### src/rtl/bpa_pkg.sv
package bpa_pkg;

  localparam int CTRL_W     = 11;
  localparam int CTRL_WR    = 10;
  localparam int CTRL_RD    = 9;
  localparam int CTRL_STB   = 8;
  localparam int BYTE_W     = 8;

  typedef enum logic [1:0] {
    ST_IDLE   = 2'd0,
    ST_ADDR   = 2'd1,
    ST_STROBE = 2'd2
  } accState_t;

  typedef struct packed {
    logic loadReq;
    logic driveCtrl;
    logic capture;
    logic clearCtrl;
  } dpCmd_t;

endpackage

### src/rtl/bpa_ctrl.sv
module bpa_ctrl
  import bpa_pkg::*;
#(
  parameter int WAIT_CYCLES = 20
) (
  input  logic   clk,
  input  logic   rst,
  input  logic   reqValid,
  output dpCmd_t cmd,
  output logic   busy,
  output logic   done,
  output logic   err
);

  localparam int CNT_W = $clog2(WAIT_CYCLES + 1);
  localparam logic [CNT_W-1:0] CNT_LAST = CNT_W'(WAIT_CYCLES - 1);

  accState_t state;
  logic [CNT_W-1:0] holdCnt;
  logic holdEnd;

  assign busy    = (state != ST_IDLE);
  assign holdEnd = (state == ST_STROBE) && (holdCnt == CNT_LAST);

  always_comb begin
    cmd           = '0;
    cmd.loadReq   = (state == ST_IDLE) && reqValid;
    cmd.driveCtrl = (state == ST_ADDR);
    cmd.capture   = holdEnd;
    cmd.clearCtrl = holdEnd;
  end

  always_ff @(posedge clk) begin
    if (rst) begin
      state   <= ST_IDLE;
      holdCnt <= '0;
      done    <= 1'b0;
      err     <= 1'b0;
    end else begin
      done <= 1'b0;
      err  <= reqValid && busy;
      case (state)
        ST_IDLE: begin
          if (reqValid) state <= ST_ADDR;
        end
        ST_ADDR: begin
          state   <= ST_STROBE;
          holdCnt <= '0;
        end
        ST_STROBE: begin
          if (holdEnd) begin
            state   <= ST_IDLE;
            holdCnt <= '0;
            done    <= 1'b1;
          end else begin
            holdCnt <= holdCnt + 1'b1;
          end
        end
        default: state <= ST_IDLE;
      endcase
    end
  end

  // completion is a single-cycle pulse
  p_done_pulse_r5: assert property (@(posedge clk) disable iff (rst)
    done |=> !done);

  // busy only drops together with done
  p_busy_until_done_r8: assert property (@(posedge clk) disable iff (rst)
    $fell(busy) |-> done);

  // err is only raised for a request seen while busy
  p_err_cause_r9: assert property (@(posedge clk) disable iff (rst)
    err |-> $past(reqValid && busy));

  // hold counter never passes its limit
  p_cnt_bound_r4: assert property (@(posedge clk) disable iff (rst)
    (state == ST_STROBE) |-> (holdCnt <= CNT_LAST));

endmodule

### src/rtl/bpa_datapath.sv
module bpa_datapath
  import bpa_pkg::*;
#(
  parameter int REQ_ADDR_W  = 32,
  parameter int HOST_DATA_W = 32,
  parameter int PORT_ADDR_W = 18,
  parameter int PORT_DIN_W  = 16
) (
  input  logic                   clk,
  input  logic                   rst,
  input  dpCmd_t                 cmd,
  input  logic                   reqWrite,
  input  logic [REQ_ADDR_W-1:0]  reqAddr,
  input  logic [HOST_DATA_W-1:0] reqData,
  input  logic [PORT_DIN_W-1:0]  portDin,
  output logic [PORT_ADDR_W-1:0] portAddr,
  output logic [CTRL_W-1:0]      portCtrl,
  output logic [HOST_DATA_W-1:0] rdData
);

  localparam int PAD_W = HOST_DATA_W - BYTE_W;

  logic              opWrite;
  logic [BYTE_W-1:0] opByte;
  logic [CTRL_W-1:0] activeCtrl;
  logic              unusedBits;

  assign unusedBits = ^{reqAddr[REQ_ADDR_W-1:PORT_ADDR_W],
                        reqData[HOST_DATA_W-1:BYTE_W],
                        portDin[PORT_DIN_W-1:BYTE_W]};

  always_comb begin
    activeCtrl           = '0;
    activeCtrl[CTRL_STB] = 1'b1;
    activeCtrl[CTRL_WR]  = opWrite;
    activeCtrl[CTRL_RD]  = !opWrite;
    activeCtrl[BYTE_W-1:0] = opWrite ? opByte : '0;
  end

  always_ff @(posedge clk) begin
    if (rst) begin
      portAddr <= '0;
      portCtrl <= '0;
      rdData   <= '0;
      opWrite  <= 1'b0;
      opByte   <= '0;
    end else begin
      if (cmd.loadReq) begin
        portAddr <= reqAddr[PORT_ADDR_W-1:0];
        opWrite  <= reqWrite;
        opByte   <= reqData[BYTE_W-1:0];
      end
      if (cmd.driveCtrl) portCtrl <= activeCtrl;
      if (cmd.capture && !opWrite) rdData <= {{PAD_W{1'b0}}, portDin[BYTE_W-1:0]};
      if (cmd.clearCtrl) portCtrl <= '0;
    end
  end

  // direction bits never both set
  p_dir_onehot_r3: assert property (@(posedge clk) disable iff (rst)
    $onehot0(portCtrl[CTRL_WR:CTRL_RD]));

  // a read control word carries no data byte
  p_rd_no_byte_r3: assert property (@(posedge clk) disable iff (rst)
    portCtrl[CTRL_RD] |-> (portCtrl[BYTE_W-1:0] == '0));

  // read result always zero-extended
  p_zero_ext_r6: assert property (@(posedge clk) disable iff (rst)
    rdData[HOST_DATA_W-1:BYTE_W] == '0);

endmodule

### src/rtl/byte_port_accessor.sv
module byte_port_accessor
  import bpa_pkg::*;
#(
  parameter int WAIT_CYCLES = 20,
  parameter int REQ_ADDR_W  = 32,
  parameter int HOST_DATA_W = 32,
  parameter int PORT_ADDR_W = 18,
  parameter int PORT_DIN_W  = 16
) (
  input  logic                   clk,
  input  logic                   rst,
  input  logic                   reqValid,
  input  logic                   reqWrite,
  input  logic [REQ_ADDR_W-1:0]  reqAddr,
  input  logic [HOST_DATA_W-1:0] reqData,
  output logic                   busy,
  output logic                   done,
  output logic                   err,
  output logic [HOST_DATA_W-1:0] rdData,
  output logic [PORT_ADDR_W-1:0] portAddr,
  output logic [CTRL_W-1:0]      portCtrl,
  input  logic [PORT_DIN_W-1:0]  portDin
);

  dpCmd_t cmd;

  bpa_ctrl #(.WAIT_CYCLES(WAIT_CYCLES)) uCtrl (
    .clk(clk), .rst(rst), .reqValid(reqValid),
    .cmd(cmd), .busy(busy), .done(done), .err(err)
  );

  bpa_datapath #(
    .REQ_ADDR_W(REQ_ADDR_W), .HOST_DATA_W(HOST_DATA_W),
    .PORT_ADDR_W(PORT_ADDR_W), .PORT_DIN_W(PORT_DIN_W)
  ) uData (
    .clk(clk), .rst(rst), .cmd(cmd), .reqWrite(reqWrite),
    .reqAddr(reqAddr), .reqData(reqData), .portDin(portDin),
    .portAddr(portAddr), .portCtrl(portCtrl), .rdData(rdData)
  );

  // port control idle whenever no access runs
  p_idle_ctrl_r5: assert property (@(posedge clk) disable iff (rst)
    !busy |-> (portCtrl == '0));

  // address cycle precedes control word
  p_addr_first_r2: assert property (@(posedge clk) disable iff (rst)
    $rose(busy) |-> (portCtrl == '0));

  // active control word does not move during the hold
  p_ctrl_stable_r4: assert property (@(posedge clk) disable iff (rst)
    (portCtrl != '0) && ($past(portCtrl) != '0) |-> $stable(portCtrl));

  // read result only moves on completion
  p_rd_moves_on_done_r7: assert property (@(posedge clk) disable iff (rst)
    !$stable(rdData) |-> done);

  // address held while busy
  p_addr_hold_r9: assert property (@(posedge clk) disable iff (rst)
    busy && $past(busy) |-> $stable(portAddr));

endmodule

### config.mk
export PLATFORM = sky130hd
export DESIGN_NAME = byte_port_accessor
export DESIGN_NICKNAME = d
export VERILOG_FILES = /design/src/rtl/bpa_pkg.sv /design/src/rtl/bpa_ctrl.sv /design/src/rtl/bpa_datapath.sv /design/src/rtl/byte_port_accessor.sv
export SDC_FILE = /design/constraint.sdc
export NUM_CORES = 1
export LEC_CHECK = 0
export BUFFER_PORTS_ARGS = -buffer_cell sky130_fd_sc_hd__buf_2
export CAP_MARGIN = 20
export CORE_MARGIN = 5
export CORE_UTILIZATION = 47
export CTS_BUF_LIST = sky130_fd_sc_hd__clkbuf_8
export CTS_CLUSTER_DIAMETER = 100
export DETAILED_ROUTE_END_ITERATION = 8
export GPL_TIMING_DRIVEN = 0
export PLACE_DENSITY = 0.85
export SYNTH_ARGS = -nofsm -noshare
export SYNTH_HDL_FRONTEND = slang
export SYNTH_HIERARCHICAL = 1
export SYNTH_SLANG_ARGS = --single-unit
### constraint.sdc
create_clock -name clk -period 3.4 [get_ports clk]
set_input_delay 0.17 -clock clk [delete_from_list [all_inputs] [get_ports clk]]
set_output_delay 0.17 -clock clk [all_outputs]
set_load 0.005 [all_outputs]
==> summary.md, run 1 <==
| Metric | Value |
|---|---|
| Max Clk Rate | `493.4 MHz` |
| TritonCTS Buffers | `5` |
| RR Startpoint | `uCtrl/holdCnt[0]` |
| ANT cells | `0` |
| Die height | `80.46 um` |
| Hold buffer count at CTS | `0` |
| Arrival time worst endpoint | `2.22 ns` |
| Reg2Reg Depth | `8` |
| WL final | `4.855 mm` |
| Largest family of logic cells by synthesized area | `multiplexers` |
| CTS sink count | `55` |
| Die area | `0.006474 mm2` |
| Via count | `1,832` |
| Clock Skew | `0.009925 ns` |
| CP endpoint kind | `register` |
| Final Hold Vio Count | `0` |
| PwrDens | `548.3 mW/mm2` |
| Most numerous cell in the Yosys netlist | `dfxtp_1` |
| Flop2flop setup slack | `1.37 ns` |
| Post-synthesis simple-gate area fraction | `15.60%` |
| Post-CTS sizing | `0` |
| Ranking of synthesized cells by area | `dfxtp_1 47%, mux2i_1 16%, buf_4 8.7%` |
| Synth cell types | `30` |
| Routed Antenna Nets | `0` |
| Starting Density | `48.76%` |
| Worst vdd ir | `331.8 uV` |
| DRT Pass-1 Iters | `4` |
| CTS tree | `done` |
| Synth top area share | `47.18%` |
| Vias in the first global route | `1,805` |
| Initial antenna violation count | `0` |
| Postcts setup bufs | `0` |
| Total gr overflow | `0` |
| Synth Register Bits | `55` |
| Final std cells w/o fill | `412` |
| Synth top cells by count | `55 x dfxtp_1, 46 x nor2_1, 37 x mux2i_1, 27 x buf_4` |
| Fin crit period | `2.027 ns` |
| Setup violations, final | `0` |
| Core Region | `0.004786 mm2` |
| Post-Syn Instances | `237` |
| Syn-to-layout area delta | `27.94%` |
| Remaining routing DRC violations | `0` |
| LEAKAGE | `1.478 nW` |
| I/O Buffers | `77` |
| EDFF count, synth | `0` |
| Final HPWL DP | `3.733 mm` |
| Crit start category | `register` |
| Share of cells above drive strength 1 | `35.07%` |
| Clock-pin slew on the worst setup and hold paths | `0.11 ns` |
| DR vias/cell | `4.447` |
| Htree depth | `2` |
| Compound-Gate Fraction of Synth Area | `5.523%` |
| Critical path class | `register to register` |
| Syn avg cell area | `9.846 um2` |
| First-pass GRT wire length | `7.693 mm` |
| Root buffer cell | `clkbuf_8` |
| # rows | `25` |
| Leading area contributor after synthesis | `dfxtp_1` |
| Mapped Area | `0.002333 mm2` |
| Mux contribution to synthesized area | `15.87%` |
| Synth Area in XOR/XNOR | `0%` |
| Total track usage | `15.24%` |
| Hold Path Origin | `reqAddr[2]` |
| Worst Setup SP | `uCtrl/holdCnt[0]` |
| Synth async-reset ratio | `0%` |
| Fillers | `411` |
| Nets | `433` |
| I/O Pins | `148` |
| Routed wire per std cell | `11.78 um` |
| Finished Core Util | `62.38%` |
| Final GP Congestion | `0.6762` |
| Worst-Skew Late Latency | `0.31 ns` |
| Max-capacitance violation count | `0` |
| Adder-Cell Fraction of Synth Area | `2.681%` |
| Min-Delay Path Class | `primary input to register` |
| Hold EP | `uData/portAddr[2]` |
| Setup TNS | `0 ns` |
| Sequential area share after synthesis | `47.18%` |
| RSZ-0062 raised after global routing | `no` |
| Worst hold stages | `3` |
| Required @ worst endpoint | `3.60 ns` |
| Status | `completed` |
| Largest net degree at the start of global routing | `20` |
| Crit Path Max Fanout | `8` |
| Worst R2R End | `uData/rdData[1]` |
| Max Root-Sink Buffers | `2` |
| Tcrit/Tclk final | `59.61%` |
| Synth warn | `6` |
| Slew Limit Fails | `0` |
| Post-synth top flop | `dfxtp_1` |
| Initial DRC count | `72` |
| Post-placement cell count | `404` |
| Die W | `80.46 um` |
through the flow:
stage / cell area [um2] / total power [mW] / setup WS, ns / hold WS [ns]
after floorplan: 2420 / 1.132 / 1.656 / 0.3171
after global placement: 2889 / 1.266 / 1.445 / 0.4019
after detailed placement: 2889 / 1.278 / 1.396 / 0.4104
after CTS: 2985 / 1.662 / 1.376 / 0.07927
after global routing: 2985 / 1.748 / 1.225 / 0.08006
final: 2985 / 1.637 / 1.373 / 0.08672
flip-flops by register name (all words and copies together) (netlist names):
name	cells
uData/opWrite	1
uData/portAddr	18
uData/rdData	8
uData/opByte	8
uCtrl/done	1
uCtrl/err	1
uCtrl/state	2
uData/portCtrl	11
uCtrl/holdCnt	5
final cells by class:
class | instances | area (um2) | area share [%]
multi-input cells | 162 | 1016 | 34.03
clock buffers | 5 | 68.82 | 2.305
plain buffers | 37 | 280.3 | 9.388
clock inverters | 3 | 27.53 | 0.9220
flip-flops and latches | 55 | 1101 | 36.88
inverters | 6 | 22.52 | 0.7544
repair buffers | 77 | 385.4 | 12.91
well taps | 67 | 83.83 | 2.808
metal layers:
metal	wire length, um	vias up	track usage [%]
li1	-	945	-
met4	67	0	6.250
met3	331	5	3.700
met5	0	-	0
met2	2423	63	28.23
met1	2032	819	16.34
kinds of logic (layout without fill, tap and decap cells):
| family | after synthesis | after routing |
|---|---|---|
| buffers and inverters | 43 | 128 |
| muxes | 37 | 37 |
| other | 1 | 24 |
| adders and majority gates | 5 | 5 |
| DFF | 55 | 55 |
| AOI/OAI and AO/OA | 20 | 20 |
| and+or+nand+nor | 76 | 76 |
power by group:
part | internal (mW) | switching (mW)
Clock | 0.153 | 0.223
Sequential | 0.723 | 0.0409
Combinational | 0.241 | 0.256
critical path: stages (launching register included):
cell	delay, ns
dfxtp_1	0.39
ha_1	0.24
nor4bb_2	0.35
and2_1	0.23
buf_4	0.11
nor2b_1	0.11
buf_4	0.20
mux2i_1	0.22
nor2_1	0.05
worst max-delay path by stage:
| stage | endpoint | slack (ns) |
|---|---|---|
| CTS | uData/rdData[1] | 1.38 |
| detailed placement | uData/rdData[1] | 1.40 |
| finish | uData/rdData[1] | 1.37 |
| floorplan | uData/rdData[0] | 1.66 |
| global route | uData/rdData[1] | 1.22 |
| global placement | uData/rdData[1] | 1.45 |
cells in the final DEF, fill, tap and decap left out, types with 2 or more instances in the layout:
cell type	instances
nor2b_1	6
conb_1	24
inv_1	5
nand3_1	3
a21oi_1	7
clkbuf_1	3
buf_4	27
nand2b_1	5
nand2_1	6
nor2_1	46
buf_6	5
buf_2	79
clkbuf_8	5
a31oi_1	2
a22oi_1	7
and2_1	3
dfxtp_1	55
mux2i_1	37
ha_1	5
No activity file was read; power rests on OpenSTA's default activity.
==> inputs of run 2 (changes only) <==
--- a/config.mk
+++ b/config.mk
@@ -8,12 +8,12 @@
 export BUFFER_PORTS_ARGS = -buffer_cell sky130_fd_sc_hd__buf_2
 export CAP_MARGIN = 20
 export CORE_MARGIN = 5
-export CORE_UTILIZATION = 47
+export CORE_UTILIZATION = 40
 export CTS_BUF_LIST = sky130_fd_sc_hd__clkbuf_8
 export CTS_CLUSTER_DIAMETER = 100
 export DETAILED_ROUTE_END_ITERATION = 8
 export GPL_TIMING_DRIVEN = 0
-export PLACE_DENSITY = 0.85
+export PLACE_DENSITY = 0.77
 export SYNTH_ARGS = -nofsm -noshare
 export SYNTH_HDL_FRONTEND = slang
 export SYNTH_HIERARCHICAL = 1
==> constraint.sdc (replaced) <==
create_clock -name clk -period 1.82 [get_ports clk]
set_input_delay 0.091 -clock clk [delete_from_list [all_inputs] [get_ports clk]]
set_output_delay 0.091 -clock clk [all_outputs]
set_load 0.005 [all_outputs]
==> summary.md, run 2 (synthesized netlist as in run 1, its figures left out) <==
| Metric | Value |
|---|---|
| Hold Path Origin | `reqData[1]` |
| Setup TNS | `0 ns (unchanged)` |
| Worst hold stages | `3 (unchanged)` |
| Starting Density | `41.86% (-6.9 points)` |
| Worst vdd ir | `494.2 uV (+49%)` |
| TritonCTS Buffers | `5 (unchanged)` |
| Final Hold Vio Count | `0 (unchanged)` |
| RR Startpoint | `uCtrl/holdCnt[0]` |
| RSZ-0062 raised after global routing | `no` |
| Root buffer cell | `clkbuf_8` |
| Register with the most flip-flops | `uData/portAddr` |
| Die area | `0.007462 mm2 (+15%)` |
| Setup violations, final | `0 (unchanged)` |
| Core Region | `0.005574 mm2 (+16%)` |
| CTS sink count | `55 (unchanged)` |
| Final GP Congestion | `0.7299 (+7.9%)` |
| Crit start category | `register` |
| Routed wire per std cell | `11.72 um (-0.50%)` |
| First-pass GRT wire length | `7.741 mm (+0.62%)` |
| Routed Antenna Nets | `0 (unchanged)` |
| Die W | `86.38 um (+7.4%)` |
| Top flop regs | `uData/portAddr x18, uData/portCtrl x11` |
| CTS tree | `done` |
| Crit Path Max Fanout | `8 (unchanged)` |
| Max reg flops | `18 (unchanged)` |
| Max-capacitance violation count | `0 (unchanged)` |
| DRT Pass-1 Iters | `4 (unchanged)` |
| LEAKAGE | `1.493 nW (+1.1%)` |
| I/O Pins | `148 (unchanged)` |
| Tcrit/Tclk final | `93.28% (+34 points)` |
| ANT cells | `0 (unchanged)` |
| Total track usage | `12.67% (-2.6 points)` |
| Remaining routing DRC violations | `0 (unchanged)` |
| Initial DRC count | `36 (-50%)` |
| Initial antenna violation count | `0 (unchanged)` |
| Status | `completed` |
| Critical path class | `register to register` |
| Htree depth | `2 (unchanged)` |
| # rows | `27 (+8.0%)` |
| DR vias/cell | `4.342 (-2.4%)` |
| Clock-pin slew on the worst setup and hold paths | `0.10 ns (about the same)` |
| Slew Limit Fails | `0 (unchanged)` |
| Max Clk Rate | `589.0 MHz (+19%)` |
| Min-Delay Path Class | `primary input to register` |
| Fin crit period | `1.698 ns (-0.3292 ns)` |
| WL final | `4.901 mm (+0.95%)` |
| Share of cells above drive strength 1 | `36.99% (+1.9 points)` |
| Via count | `1,815 (-0.93%)` |
| Worst R2R End | `uData/rdData[1]` |
| Die height | `86.38 um (+7.4%)` |
| CP endpoint kind | `register` |
| Clock Skew | `0.004113 ns (-0.005812 ns)` |
| Total gr overflow | `0 (unchanged)` |
| PwrDens | `1037 mW/mm2 (+89%)` |
| Final HPWL DP | `3.728 mm (-0.14%)` |
| Hold EP | `uData/opByte[1]` |
| Most common cell after layout, fill and taps aside | `buf_2` |
| Max Root-Sink Buffers | `2 (unchanged)` |
| Required @ worst endpoint | `2.02 ns (-1.58 ns)` |
| Syn-to-layout area delta | `31.05%` |
| Nets | `434 (+0.23%)` |
| Vias in the first global route | `1,730 (-4.2%)` |
| Worst-Skew Late Latency | `0.30 ns (about the same)` |
| Commonest cells after routing, fill and taps aside | `79 x buf_2, 53 x dfxtp_1, 46 x nor2_1` |
| Arrival time worst endpoint | `1.90 ns (-0.32 ns)` |
| Flop2flop setup slack | `0.12 ns (-1.25 ns)` |
| Reg2Reg Depth | `8 (unchanged)` |
| I/O Buffers | `77 (unchanged)` |
| Largest net degree at the start of global routing | `18 (-10%)` |
| Finished Core Util | `54.86% (-7.5 points)` |
==> run 2: worst max-delay path by stage <==
stage,start,cells after the start,slack [ns],end
final,uCtrl/holdCnt[0],8,0.12,uData/rdData[1]
after global routing,uCtrl/holdCnt[0],8,0.03,uData/rdData[1]
after CTS,uCtrl/holdCnt[1],8,0.006,uData/rdData[1]
after detailed placement,uCtrl/holdCnt[0],8,-0.21,uData/rdData[1]
after global placement,uCtrl/holdCnt[0],8,-0.16,uData/rdData[0]
after floorplan,uCtrl/holdCnt[0],8,0.08,uData/rdData[0]
==> run 2: through the flow <==
step / std cells / setup slack (ns) / power, mW / cell area [um2] / hold slack [ns]
global route: 418 / 0.02557 / 3.379 / 3058 / 0.01271
global placement: 409 / -0.1567 / 2.371 / 2895 / 0.3249
detailed placement: 409 / -0.2051 / 2.399 / 2895 / 0.3309
CTS: 418 / 0.005781 / 3.211 / 3030 / 0.008459
finish: 418 / 0.1223 / 3.172 / 3058 / 0.01931
floorplan: 260 / 0.07554 / 2.115 / 2420 / 0.2381
==> run 2: layout make-up <==
class | instances | area [um2]
Tap cell | 72 | 90.09
Clock inverter | 3 | 43.79
Timing Repair Buffer | 78 | 392.9
Buffer | 37 | 284.0
Multi-Input combinational cell | 162 | 1050
Inverter | 6 | 22.52
Fill cell | 545 | 2516
Clock buffer | 5 | 68.82
Sequential cell | 55 | 1106
==> run 2: what timing repair did <==
item | in CTS | in global routing
hold buffers | 0 | 0
setup endpoints to repair | 8 | 8
pin swaps | 0 | 1
gates resized for setup | 4 | 7
setup buffers | 1 | 0
==> run 2: report_power, final <==
group | switching (mW) | leakage [nW] | internal [mW]
combinational | 0.484 | 0.986 | 0.455
sequential | 0.0782 | 0.450 | 1.35
clock | 0.394 | 0.0581 | 0.410
total | 0.957 | 1.49 | 2.22
==> run 2: critical path, stage by stage (launching register included) <==
cell      delay (ns)
dfxtp_4         0.39
ha_4            0.15
nor4bb_4        0.22
and2_4          0.20
buf_4           0.10
nor2b_4         0.12
buf_6           0.15
mux2i_1         0.21
nor2_1          0.05
==> run 2: per-layer routing <==
layer	wire (um)	vias to the layer above	share of wire (%)	global-route usage [%]
li1	-	944	-	-
met1	1976	806	40	14.44
met2	2493	63	51	22.67
met3	403	2	8.2	3.517
met4	27	0	0.55	4.249
met5	0	-	0	0
